File: src/rtl/chan_regbank_pkg.sv
package chan_regbank_pkg;
    localparam int DW        = 8;
    localparam int IW        = 3;
    localparam int WR_LAST   = 2;
    localparam int RD_LAST   = 6;
    localparam int BASIC_BIT = 6;

    typedef enum logic [IW-1:0] {
        IX_SEL    = 3'd0,
        IX_CFG    = 3'd1,
        IX_FLUSH  = 3'd2,
        IX_LOCK   = 3'd3,
        IX_TRAF_A = 3'd4,
        IX_TRAF_B = 3'd5,
        IX_PRECON = 3'd6
    } reg_ix_e;

    typedef struct packed {
        logic [DW-1:0] sel;
        logic [DW-1:0] cfg;
        logic [DW-1:0] flush;
    } rw_bank_t;

    typedef struct packed {
        logic [DW-1:0] lock;
        logic [DW-1:0] traf_a;
        logic [DW-1:0] traf_b;
        logic [DW-1:0] precon;
    } ro_bank_t;

    function automatic logic [IW-1:0] step_ix(input logic [IW-1:0] cur, input int last);
        return (int'(cur) >= last) ? '0 : cur + 1'b1;
    endfunction
endpackage

File: src/rtl/rb_pointer.sv
module rb_pointer
    import chan_regbank_pkg::*;
(
    input  logic          clk,
    input  logic          rst,
    input  logic          start,
    input  logic          adv_wr,
    input  logic          adv_rd,
    input  logic          basic,
    output logic [IW-1:0] ptr
);
    always_ff @(posedge clk) begin
        if (rst || start)   ptr <= '0;
        else if (basic)     ptr <= '0;
        else if (adv_wr)    ptr <= step_ix(ptr, WR_LAST);
        else if (adv_rd)    ptr <= step_ix(ptr, RD_LAST);
    end

    AST_START_ZERO: assert property (@(posedge clk) disable iff (rst)
        start |=> ptr == '0);
    AST_WR_WRAP: assert property (@(posedge clk) disable iff (rst)
        (adv_wr && !start && !basic && ptr == 3'(WR_LAST)) |=> ptr == '0);
    AST_RD_WRAP: assert property (@(posedge clk) disable iff (rst)
        (adv_rd && !adv_wr && !start && !basic && ptr == 3'(RD_LAST)) |=> ptr == '0);
    AST_IDLE_HOLD: assert property (@(posedge clk) disable iff (rst)
        (!adv_wr && !adv_rd && !start && !basic) |=> $stable(ptr));
endmodule

File: src/rtl/rb_regs.sv
module rb_regs
    import chan_regbank_pkg::*;
#(
    parameter int W = DW
) (
    input  logic          clk,
    input  logic          rst,
    input  logic          wr_en,
    input  logic [IW-1:0] wr_ix,
    input  logic [W-1:0]  wr_data,
    input  logic          stop,
    output rw_bank_t      bank,
    output logic [W-1:0]  ch_en
);
    always_ff @(posedge clk) begin
        if (rst) begin
            bank.sel   <= '0;
            bank.cfg   <= '0;
            bank.flush <= '1;
        end else if (wr_en) begin
            case (wr_ix)
                IX_SEL:   bank.sel   <= wr_data;
                IX_CFG:   bank.cfg   <= wr_data;
                IX_FLUSH: bank.flush <= wr_data;
                default:  ;
            endcase
        end
    end

    always_ff @(posedge clk) begin
        if (rst)       ch_en <= '0;
        else if (stop) ch_en <= bank.sel;
    end

    AST_CH_HOLD: assert property (@(posedge clk) disable iff (rst)
        !stop |=> $stable(ch_en));
    AST_RO_SAFE: assert property (@(posedge clk) disable iff (rst)
        (wr_en && int'(wr_ix) > WR_LAST) |=> $stable(bank));
endmodule

File: src/rtl/rb_readmux.sv
module rb_readmux
    import chan_regbank_pkg::*;
#(
    parameter int W = DW
) (
    input  logic          clk,
    input  logic          rst,
    input  logic          rd_en,
    input  logic [IW-1:0] rd_ix,
    input  rw_bank_t      rw,
    input  ro_bank_t      ro,
    output logic [W-1:0]  rd_data,
    output logic          ack_lock,
    output logic          ack_traffic
);
    logic [W-1:0] sel_byte;

    always_comb begin
        case (rd_ix)
            IX_SEL:    sel_byte = rw.sel;
            IX_CFG:    sel_byte = rw.cfg;
            IX_FLUSH:  sel_byte = rw.flush;
            IX_LOCK:   sel_byte = ro.lock;
            IX_TRAF_A: sel_byte = ro.traf_a;
            IX_TRAF_B: sel_byte = ro.traf_b;
            IX_PRECON: sel_byte = ro.precon;
            default:   sel_byte = '0;
        endcase
    end

    always_ff @(posedge clk) begin
        if (rst) begin
            rd_data     <= '0;
            ack_lock    <= 1'b0;
            ack_traffic <= 1'b0;
        end else begin
            if (rd_en) rd_data <= sel_byte;
            ack_lock    <= rd_en && rd_ix == IX_LOCK;
            ack_traffic <= rd_en && (rd_ix == IX_TRAF_A || rd_ix == IX_TRAF_B);
        end
    end

    AST_ACK_EXCL: assert property (@(posedge clk) disable iff (rst)
        $onehot0({ack_lock, ack_traffic}));
    AST_ACK_CAUSE: assert property (@(posedge clk) disable iff (rst)
        !rd_en |=> !ack_lock && !ack_traffic);
endmodule

File: src/rtl/chan_regbank.sv
module chan_regbank
    import chan_regbank_pkg::*;
(
    input  logic          clk,
    input  logic          rst,
    input  logic          ev_start,
    input  logic          ev_stop,
    input  logic          wr_valid,
    input  logic          wr_full,
    input  logic [DW-1:0] wr_data,
    input  logic          rd_req,
    input  logic [DW-1:0] lock_flags,
    input  logic [DW-1:0] traffic_a,
    input  logic [DW-1:0] traffic_b,
    input  logic [DW-1:0] precon_fault,
    output logic [DW-1:0] rd_data,
    output logic [DW-1:0] ch_en,
    output logic [DW-1:0] cfg_q,
    output logic [DW-1:0] flush_q,
    output logic          ack_lock,
    output logic          ack_traffic
);
    logic          basic;
    logic          adv_wr;
    logic [IW-1:0] ptr;
    logic [IW-1:0] eff_ix;
    rw_bank_t      rw;
    ro_bank_t      ro;

    assign adv_wr = wr_valid && wr_full;
    assign basic  = rw.cfg[BASIC_BIT];
    assign eff_ix = basic ? IX_SEL : ptr;
    assign ro     = '{lock: lock_flags, traf_a: traffic_a, traf_b: traffic_b, precon: precon_fault};
    assign cfg_q   = rw.cfg;
    assign flush_q = rw.flush;

    rb_pointer u_ptr (
        .clk(clk), .rst(rst), .start(ev_start), .adv_wr(adv_wr),
        .adv_rd(rd_req), .basic(basic), .ptr(ptr)
    );

    rb_regs #(.W(DW)) u_regs (
        .clk(clk), .rst(rst), .wr_en(adv_wr), .wr_ix(eff_ix),
        .wr_data(wr_data), .stop(ev_stop), .bank(rw), .ch_en(ch_en)
    );

    rb_readmux #(.W(DW)) u_rd (
        .clk(clk), .rst(rst), .rd_en(rd_req), .rd_ix(eff_ix), .rw(rw), .ro(ro),
        .rd_data(rd_data), .ack_lock(ack_lock), .ack_traffic(ack_traffic)
    );

    AST_BASIC_SEL: assert property (@(posedge clk) disable iff (rst)
        (basic && rd_req) |=> !ack_lock && !ack_traffic);
    AST_PARTIAL: assert property (@(posedge clk) disable iff (rst)
        (wr_valid && !wr_full && !rd_req && !ev_start) |=> $stable(cfg_q) && $stable(flush_q));
endmodule

File: config.mk
export PLATFORM = sky130hd
export DESIGN_NAME = chan_regbank
export DESIGN_NICKNAME = d
export VERILOG_FILES = /design/src/rtl/chan_regbank_pkg.sv /design/src/rtl/rb_pointer.sv /design/src/rtl/rb_regs.sv /design/src/rtl/rb_readmux.sv /design/src/rtl/chan_regbank.sv
export SDC_FILE = /design/constraint.sdc
export NUM_CORES = 1
export LEC_CHECK = 0
export BUFFER_PORTS_ARGS = -buffer_cell sky130_fd_sc_hd__buf_4
export CAP_MARGIN = 5
export CORE_MARGIN = 2
export CORE_UTILIZATION = 30
export CTS_CLUSTER_DIAMETER = 120
export DETAILED_ROUTE_END_ITERATION = 10
export PLACE_DENSITY_LB_ADDON = 0.08
export SETUP_SLACK_MARGIN = 0.2
export SKIP_CTS_REPAIR_TIMING = 1
export SLEW_MARGIN = 30
export SYNTH_ARGS = -nofsm -noshare
export SYNTH_HDL_FRONTEND = slang
export SYNTH_SLANG_ARGS = --single-unit
File: constraint.sdc
create_clock -name clk -period 2.17 [get_ports clk]
set_clock_uncertainty 0.2 [all_clocks]
set_input_delay 0.434 -clock clk [delete_from_list [all_inputs] [get_ports clk]]
set_output_delay 0.434 -clock clk [all_outputs]
set_load 0.02 [all_outputs]
# Word level (Yosys, flattened, before mapping)
# Cells that the tools add are included.
# totals
reg_bits	45
out_inout_bits	34
word_cells	34
input_bits	47
# classes
n_addsub	1
order_cmp	2
n_eq_ne	6
n_reduce_logical	11
n_mux	6
# op_table
cell	n
$pmux W8 S7	1
$mux W3	5
$eq A3 B3 Y1 const B	3
$eq A3 B2 Y1 const B	2
$reduce_and A2 Y1	3
$add A3 B1 Y3 const B	1
$eq A3 B1 Y1 const B	1
$ge A3 B2 Y1 const B	1
$ge A3 B3 Y1 const B	1
$logic_and A1 B1 Y1	3
$logic_not A3 Y1	1
$logic_or A1 B1 Y1	2
$reduce_bool A2 Y1	1
$reduce_or A2 Y1	1

# Longest topological paths before layout
# Gate-level depths: netlist of the first run.
# logic_depth
ltp_word	4
mapped_depth	8
ltp_nobuf	6

# By module
# From an unflattened synthesis of the first run, not the netlist that was laid out.
# unflattened
cells_unflattened	272
area_unflattened_um2	2421.1
# by_module_without_submodules
module	cells_per_inst	seq_area_each_um2	n_inst	area_per_inst_um2
rb_regs	126	640.6	1	1298.7
rb_readmux	116	200.2	1	898.4
rb_pointer	26	60.1	1	198.9
chan_regbank	4	0.0	1	25.0

# Least setup slack after synthesis of the first run
# Ideal clock, no wire load.
# synth_path
kind	reg2reg
from	reg u_ptr.ptr[0]
to	reg u_ptr.ptr[1]
path_slack_ps	325
period_less_slack_ps	1845
setup_ps	86
stages_incl_launch_ff	9
n_path_buf	2
t_arrival_ps	1560
t_required_ps	1884
path_cell_list	dfxtp_1 buf_6 buf_4 inv_2 ha_1 a21o_1 a21oi_1 o21ai_0 a211oi_1
# synth_via
elab_chain_len	4
elab_cells_between_ends	7
classes_between	add/sub (1); order compare (2); mux (4)
# synth_lines
item	line	source
start: declaration	rb_pointer.sv:10	output logic [IW-1:0] ptr
start signal: assignment	rb_pointer.sv:15	else if (adv_wr) ptr <= step_ix(ptr, WR_LAST);
start signal: assignment	rb_pointer.sv:16	else if (adv_rd) ptr <= step_ix(ptr, RD_LAST);
$add A3 B1 Y3 / $ge A3 B3 Y1 (equally long branches)	chan_regbank_pkg.sv:32	return (int'(cur) >= last) ? '0 : cur + 1'b1;
$mux W3	chan_regbank_pkg.sv:32	
$mux W3	rb_pointer.sv:16	
$mux W3 (*)	rb_pointer.sv:15	
# Every way passes the cells marked *; elsewhere a longest branch is shown, timed or not. The select of a mux whose other input is x is not followed.
# A chain may end at the register's enable or synchronous reset.

# Final worst setup path of the first run
# layout_path
from	reg u_ptr.ptr[2]
to	reg u_rd.rd_data[5]
# layout_via
elab_chain_len	3
elab_cells_between_ends	9
classes_between	eq/ne (6); mux (2); reduce/logical (1)
# layout_lines
item	line	source
$mux W3 (*)	chan_regbank.sv:32	assign eff_ix = basic ? IX_SEL : ptr;
$eq A3 B3 Y1 (tied with other cells)	rb_readmux.sv:19	case (rd_ix)
$pmux W8 S7 (*)	rb_readmux.sv:19	
end signal: assignment	rb_readmux.sv:37	if (rd_en) rd_data <= sel_byte;
end: declaration	rb_readmux.sv:12	output logic [W-1:0] rd_data,
# Every way passes the cells marked *; elsewhere a longest branch is shown, timed or not.

==> results of run 1 <==
[layer usage]
layer | vias up | track usage | share of wire
met5 | - | 0 | 0
met4 | 0 | 0.04044 | 0.0077
met3 | 6 | 0.03546 | 0.065
met2 | 73 | 0.2614 | 0.45
met1 | 1015 | 0.2385 | 0.48
li1 | 1090 | - | -
[layout make-up]
type	count	share of cell area
clock buffers	6	0.02643
clock inverters	2	0.004405
inverters	3	0.003604
multi-input cells	190	0.4117
flip-flops and latches	45	0.2903
well taps	102	0.04085
repair buffers	91	0.2227
[stage by stage]
stage	hold WS (ps)	instance area, sq um	util
floorplan	249.1	2400	-
global placement	275.8	2995	0.3876
detailed placement	281.5	2995	0.3876
CTS	128.1	3092	0.4001
global route	128.7	3124	0.4043
finish	137.5	3124	0.4043
[cells in the mapped netlist, drive strengths merged (2+ instances only)]
cell type and number:
inv 3, ha 2, nand3b 8, nor2 23, a22o 5, buf 27, nor3 6, nand2 38
mux2i 16, o2bb2ai 6, a31oi 7, and2b 4, mux2 8, clkbuf 6, a21oi 16, dfxtp 45
nor2b 6, a22oi 3, and2 4, a221oi 6, o21ai 2, nand3 9, a21o 2, a222oi 4
[worst max-delay path, stage by stage, from the launching register on]
cell and delay [ps]:
dfxtp_1 520, buf_12 190, nor4b_4 50, buf_4 160
a221o_1 330, a221oi_2 210, nor3_2 70
[state kept, by name (all words and copies together), names as in the netlist]
register and count:
u_rd.rd_data 8, u_ptr.ptr 3, u_rd.ack_traffic 1, u_regs.ch_en 8, u_regs.bank 24, u_rd.ack_lock 1
[how the worst min path moves through the flow]
stage,from,endpoint,slack (ps),cells after the start
detailed placement,u_regs.bank[20],u_regs.bank[20],280,2
floorplan,u_regs.bank[20],u_regs.bank[20],250,2
finish,rst,u_rd.rd_data[5],140,2
global route,rst,u_rd.rd_data[5],130,2
global placement,u_regs.bank[20],u_regs.bank[20],280,2
CTS,rst,u_rd.rd_data[5],130,2
[cells by family after synthesis]
group	after synthesis	synth area share
simple gates	103	0.2169
flops	45	0.3754
mux	25	0.1152
fa+ha+maj	2	0.01043
compound gates	58	0.1814
buf+inv	36	0.09332
xor+xnor	2	0.007301
[power by group]
group	switching, mW	total, mW	internal (mW)	leakage [nW]
logic	0.143	0.293	0.150	0.945
registers	0.0319	0.882	0.850	0.367
clock network	0.307	0.566	0.259	0.0512
==> flow_summary.ini, run 1 <==
[timing]
slew_headroom = 0.6177
fin_crit_sh = 0.8442
final_max_slew_viol_count = 0
fin_ws_ps = 338.0
hold_viol = 0
max_clock_freq_mhz = 545.9
setup_viol = 0
worst_slew_pin_slew_ps = 571.4
rsz0062_at_grt = no
tns_ps = 0
fin_crit_ps = 1832

[route]
wl_per_cell_microns = 16.51
vias = 2184
drtPass1Iterations = 4
antenna_left = 0
drc = 0
wl_microns = 7247
via_per_inst = 4.975
drt_iter0_markers = 156

[logic_synthesis]
yosys_warnings = 0
ys_ff_latch = 45
avgSynthCellArea_sq_um = 8.855
synthesis.nets = 320
netlist_instances = 271
ys.flop_type = dfxtp_1
mappedNetlistArea_sq_um = 2400
yosys-top-cells-area = dfxtp_1 38%, mux2i_1 6.7%, nand2_1 5.9%
ys_seq_area_frac = 0.3754
synth_top_area_frac = 0.3754
synth_area_leader_cell = dfxtp_1
netlist-cell-type-count = 50
synth_edf_count = 0
async_flop_share = 0

[pwr]
p_per_area_nw_per_um2 = 557.3
peakVddDrop_uv = 315.4
finalPower_mw = 1.741
p_leak_nw = 1.363

[global_route]
grt_antenna_before_repair = 0
grt_pass1_wl_microns = 11350
grt_max_degree = 35
grt_pass1_vias = 2098
grt.overflow.total = 0
grt_usage = 0.1684

[die]
die_h_microns = 93.44
rows = 32
fp.dieW_microns = 93.44
die_area_sq_um = 8731
start_util = 0.3106
fp.coreArea_sq_um = 7727
ios = 81

[setup_path]
crit_start = u_ptr.ptr[2]
cp-endpoint = u_rd.rd_data[5]
worstSetupPathType = reg2reg
cp-end-kind = register
cp.arrival_ps = 1830
worstPathMaxFanout = 15
cp.required_ps = 2160
start_kind = register
r2r_slack_ps = 340
regToRegStartpoint = u_ptr.ptr[2]
rr_endpoint = u_rd.rd_data[5]
reg2regPathDepth = 6

[clock_network]
cts_tree = done
htree_levels = 2
root_buffer = clkbuf_8
cts-buffers-inserted = 5
clk_latency_ps = 300
clock_path_buffers = 2
clock-sinks = 45
path_clk_slew_ps = 90

[cells_and_area]
fillers = 812
area_growth_pct = 30.19
multi_input_area_sq_um = 1286
stdcell_count = 439
final_common_cell = buf_4
num_antenna_cells = 0
seq_area_sq_um = 907.1
drive_gt1_frac = 0.3650
layout_common_cells = 90 x buf_4, 42 x dfxtp_1, 37 x nand2_1
nNetsFinal = 385

[place]
place.gp.congestion = 0.7881
dpl.hpwl_microns = 5524
dp_slack_ps = -13.07
io_buffers = 80
place_inst = 429

[outcome]
status = complete, no violations

[flow_run]
maxCapViolations = 0

[hold_path]
hold_class = in2reg
Power figures use the tool's default switching activity.
==> inputs of run 2 (changes only) <==
Settings changed: ABC_AREA set to 1.
Clock period 2.17 ns to 1.8 ns, I/O delays scaled along.
==> flow_summary.ini, run 2 <==
[clock_network]
clock-sinks = 45
clock_path_buffers = 2
path_clk_slew_ps = 90
htree_levels = 2
root_buffer = clkbuf_8
cts_tree = done
clk_latency_ps = 300
cts-buffers-inserted = 5

[timing]
tns_ps = 0
final_max_slew_viol_count = 0
rsz0062_at_grt = yes
max_clock_freq_mhz = 644.8
hold_slack_ps = 69.12
fin_crit_ps = 1551
setup_viol = 0
hold_viol = 0
worst_slew_pin_slew_ps = 262.4
fin_crit_sh = 0.8616
slew_headroom = 0.8249

[global_route]
grt.overflow.total = 0
grt_pass1_vias = 2296
grt_pass1_wl_microns = 11830
grt_antenna_before_repair = 0
grt_max_degree = 25
grt_usage = 0.1758

[logic_synthesis]
synth_top_area_frac = 0.3750
ys_ff_latch = 45
synthesis.nets = 387
async_flop_share = 0
netlist_instances = 338
synth_area_leader_cell = dfxtp_1
netlist-cell-type-count = 27
yosys_warnings = 0
ys.flop_type = dfxtp_1
synth_most_common_cell = nand2_1
yosys-top-cells-area = dfxtp_1 38%, nand2_1 14%, nand3_1 8.5%
mappedNetlistArea_sq_um = 2402
ys_seq_area_frac = 0.3750
synth_edf_count = 0
ys_top_cells_by_count = 87 x nand2_1, 45 x dfxtp_1, 41 x nand3_1, 26 x a21oi_1, 24 x nor2_1
avgSynthCellArea_sq_um = 7.107

[setup_path]
cp-end-kind = register
cp.required_ps = 1840
worstPathMaxFanout = 7
cp.arrival_ps = 1590
r2r_slack_ps = 250
start_kind = register
worstSetupPathType = reg2reg

[cells_and_area]
design_area_sq_um = 3209
top_regs = u_regs.bank (24), u_rd.rd_data (8), u_regs.ch_en (8)
nNetsFinal = 462
layout_common_cells = 97 x buf_4, 87 x nand2_1, 42 x dfxtp_1
largest-register = u_regs.bank
final_common_cell = buf_4
num_antenna_cells = 0
area_growth_pct = 33.59
drive_gt1_frac = 0.3309
largest_reg_flops = 24

[die]
start_util = 0.3109
fp.coreArea_sq_um = 7727
ios = 81
die_h_microns = 93.49
rows = 32
fp.dieW_microns = 93.49
die_area_sq_um = 8739

[route]
drc = 0
drtPass1Iterations = 4
wl_microns = 7738
drt_iter0_markers = 83
vias = 2464
highest_layer = met4
wl_met1_microns = 3620
via_per_inst = 4.775
dr_wl_met2_microns = 3430
wl_met3_microns = 522
antenna_left = 0
wl_per_cell_microns = 15.00

[pwr]
clockPowerShare = 0.346
share_seq_of_total_power = 0.471
p_leak_nw = 1.493
combPwrFrac = 0.184
switching_share = 0.2760
p_switching_mw = 0.6237
peakVddDrop_uv = 335.4
p_int_mw = 1.636
p_per_area_nw_per_um2 = 704.2

[place]
place.gp.congestion = 0.8701
dpl.hpwl_microns = 5881
io_buffers = 80
placed_area_sq_um = 3005

[flow_run]
maxCapViolations = 0

[hold_path]
hold_class = in2reg

[outcome]
status = complete, no violations
## run 2: kinds of logic (layout without fill, tap and decap cells)
family / Yosys count / after routing / synth area share
buffers and inverters: 52 / 128 / 0.1302
adders and majority gates: 2 / 2 / 0.01042
AOI/OAI and AO/OA: 54 / 54 / 0.1271
and+or+nand+nor: 185 / 185 / 0.3573
DFF: 45 / 45 / 0.3750
## run 2: area by class of cell
| type | instances | area, sq um |
|---|---|---|
| Clock buffer | 6 | 72.57 |
| Clock inverter | 2 | 38.79 |
| Fill cell | 827 | 4518 |
| Inverter | 21 | 83.83 |
| Multi-Input combinational cell | 241 | 1206 |
| Sequential cell | 45 | 912.1 |
| Tap cell | 102 | 127.6 |
| Timing Repair Buffer | 99 | 768.2 |
## run 2: critical path, cell delays in order (launching register included)
cell and delay (ps):
dfxtp_4 370, o21ai_2 250, buf_4 220, nand3_1 100, nand2_1 80, nor2_1 40
nand2_1 70, nand2_1 60, a21oi_2 100
## run 2: worst paths after layout
kind              cells past startpoint             from               to
setup / recovery                      8     u_ptr.ptr[0]  u_rd.rd_data[2]
hold / removal                        2              rst  u_rd.rd_data[3]
setup reg to reg                      8     u_ptr.ptr[0]  u_rd.rd_data[2]
hold reg to reg                       2  u_rd.rd_data[7]  u_rd.rd_data[7]
## run 2: per-layer routing
metal	global-route usage	vias up
met3	0.03546	13
met2	0.2800	90
met5	0	-
met4	0.05760	0
met1	0.2377	1100
li1	-	1261
## run 2: power groups by stage
stage	clock [mW]	sequential, mW	combinational (mW)
finish	0.781	1.06	0.415
floorplan	0	1.11	0.196
global placement	0	1.09	0.395
CTS	0.808	1.07	0.397
global route	0.849	1.07	0.454
detailed placement	0	1.09	0.395
## run 2: stage by stage
step	util	setup WS, ps	cells	power [mW]
3_5_place_dp	0.3889	104.1	503	1.484
5_1_grt	0.4153	151.2	516	2.373
3_3_place_gp	0.3889	138.4	503	1.485
6_report	0.4153	249.2	516	2.260
4_1_cts	0.4033	87.04	511	2.271
2_1_floorplan	-	203.8	338	1.304
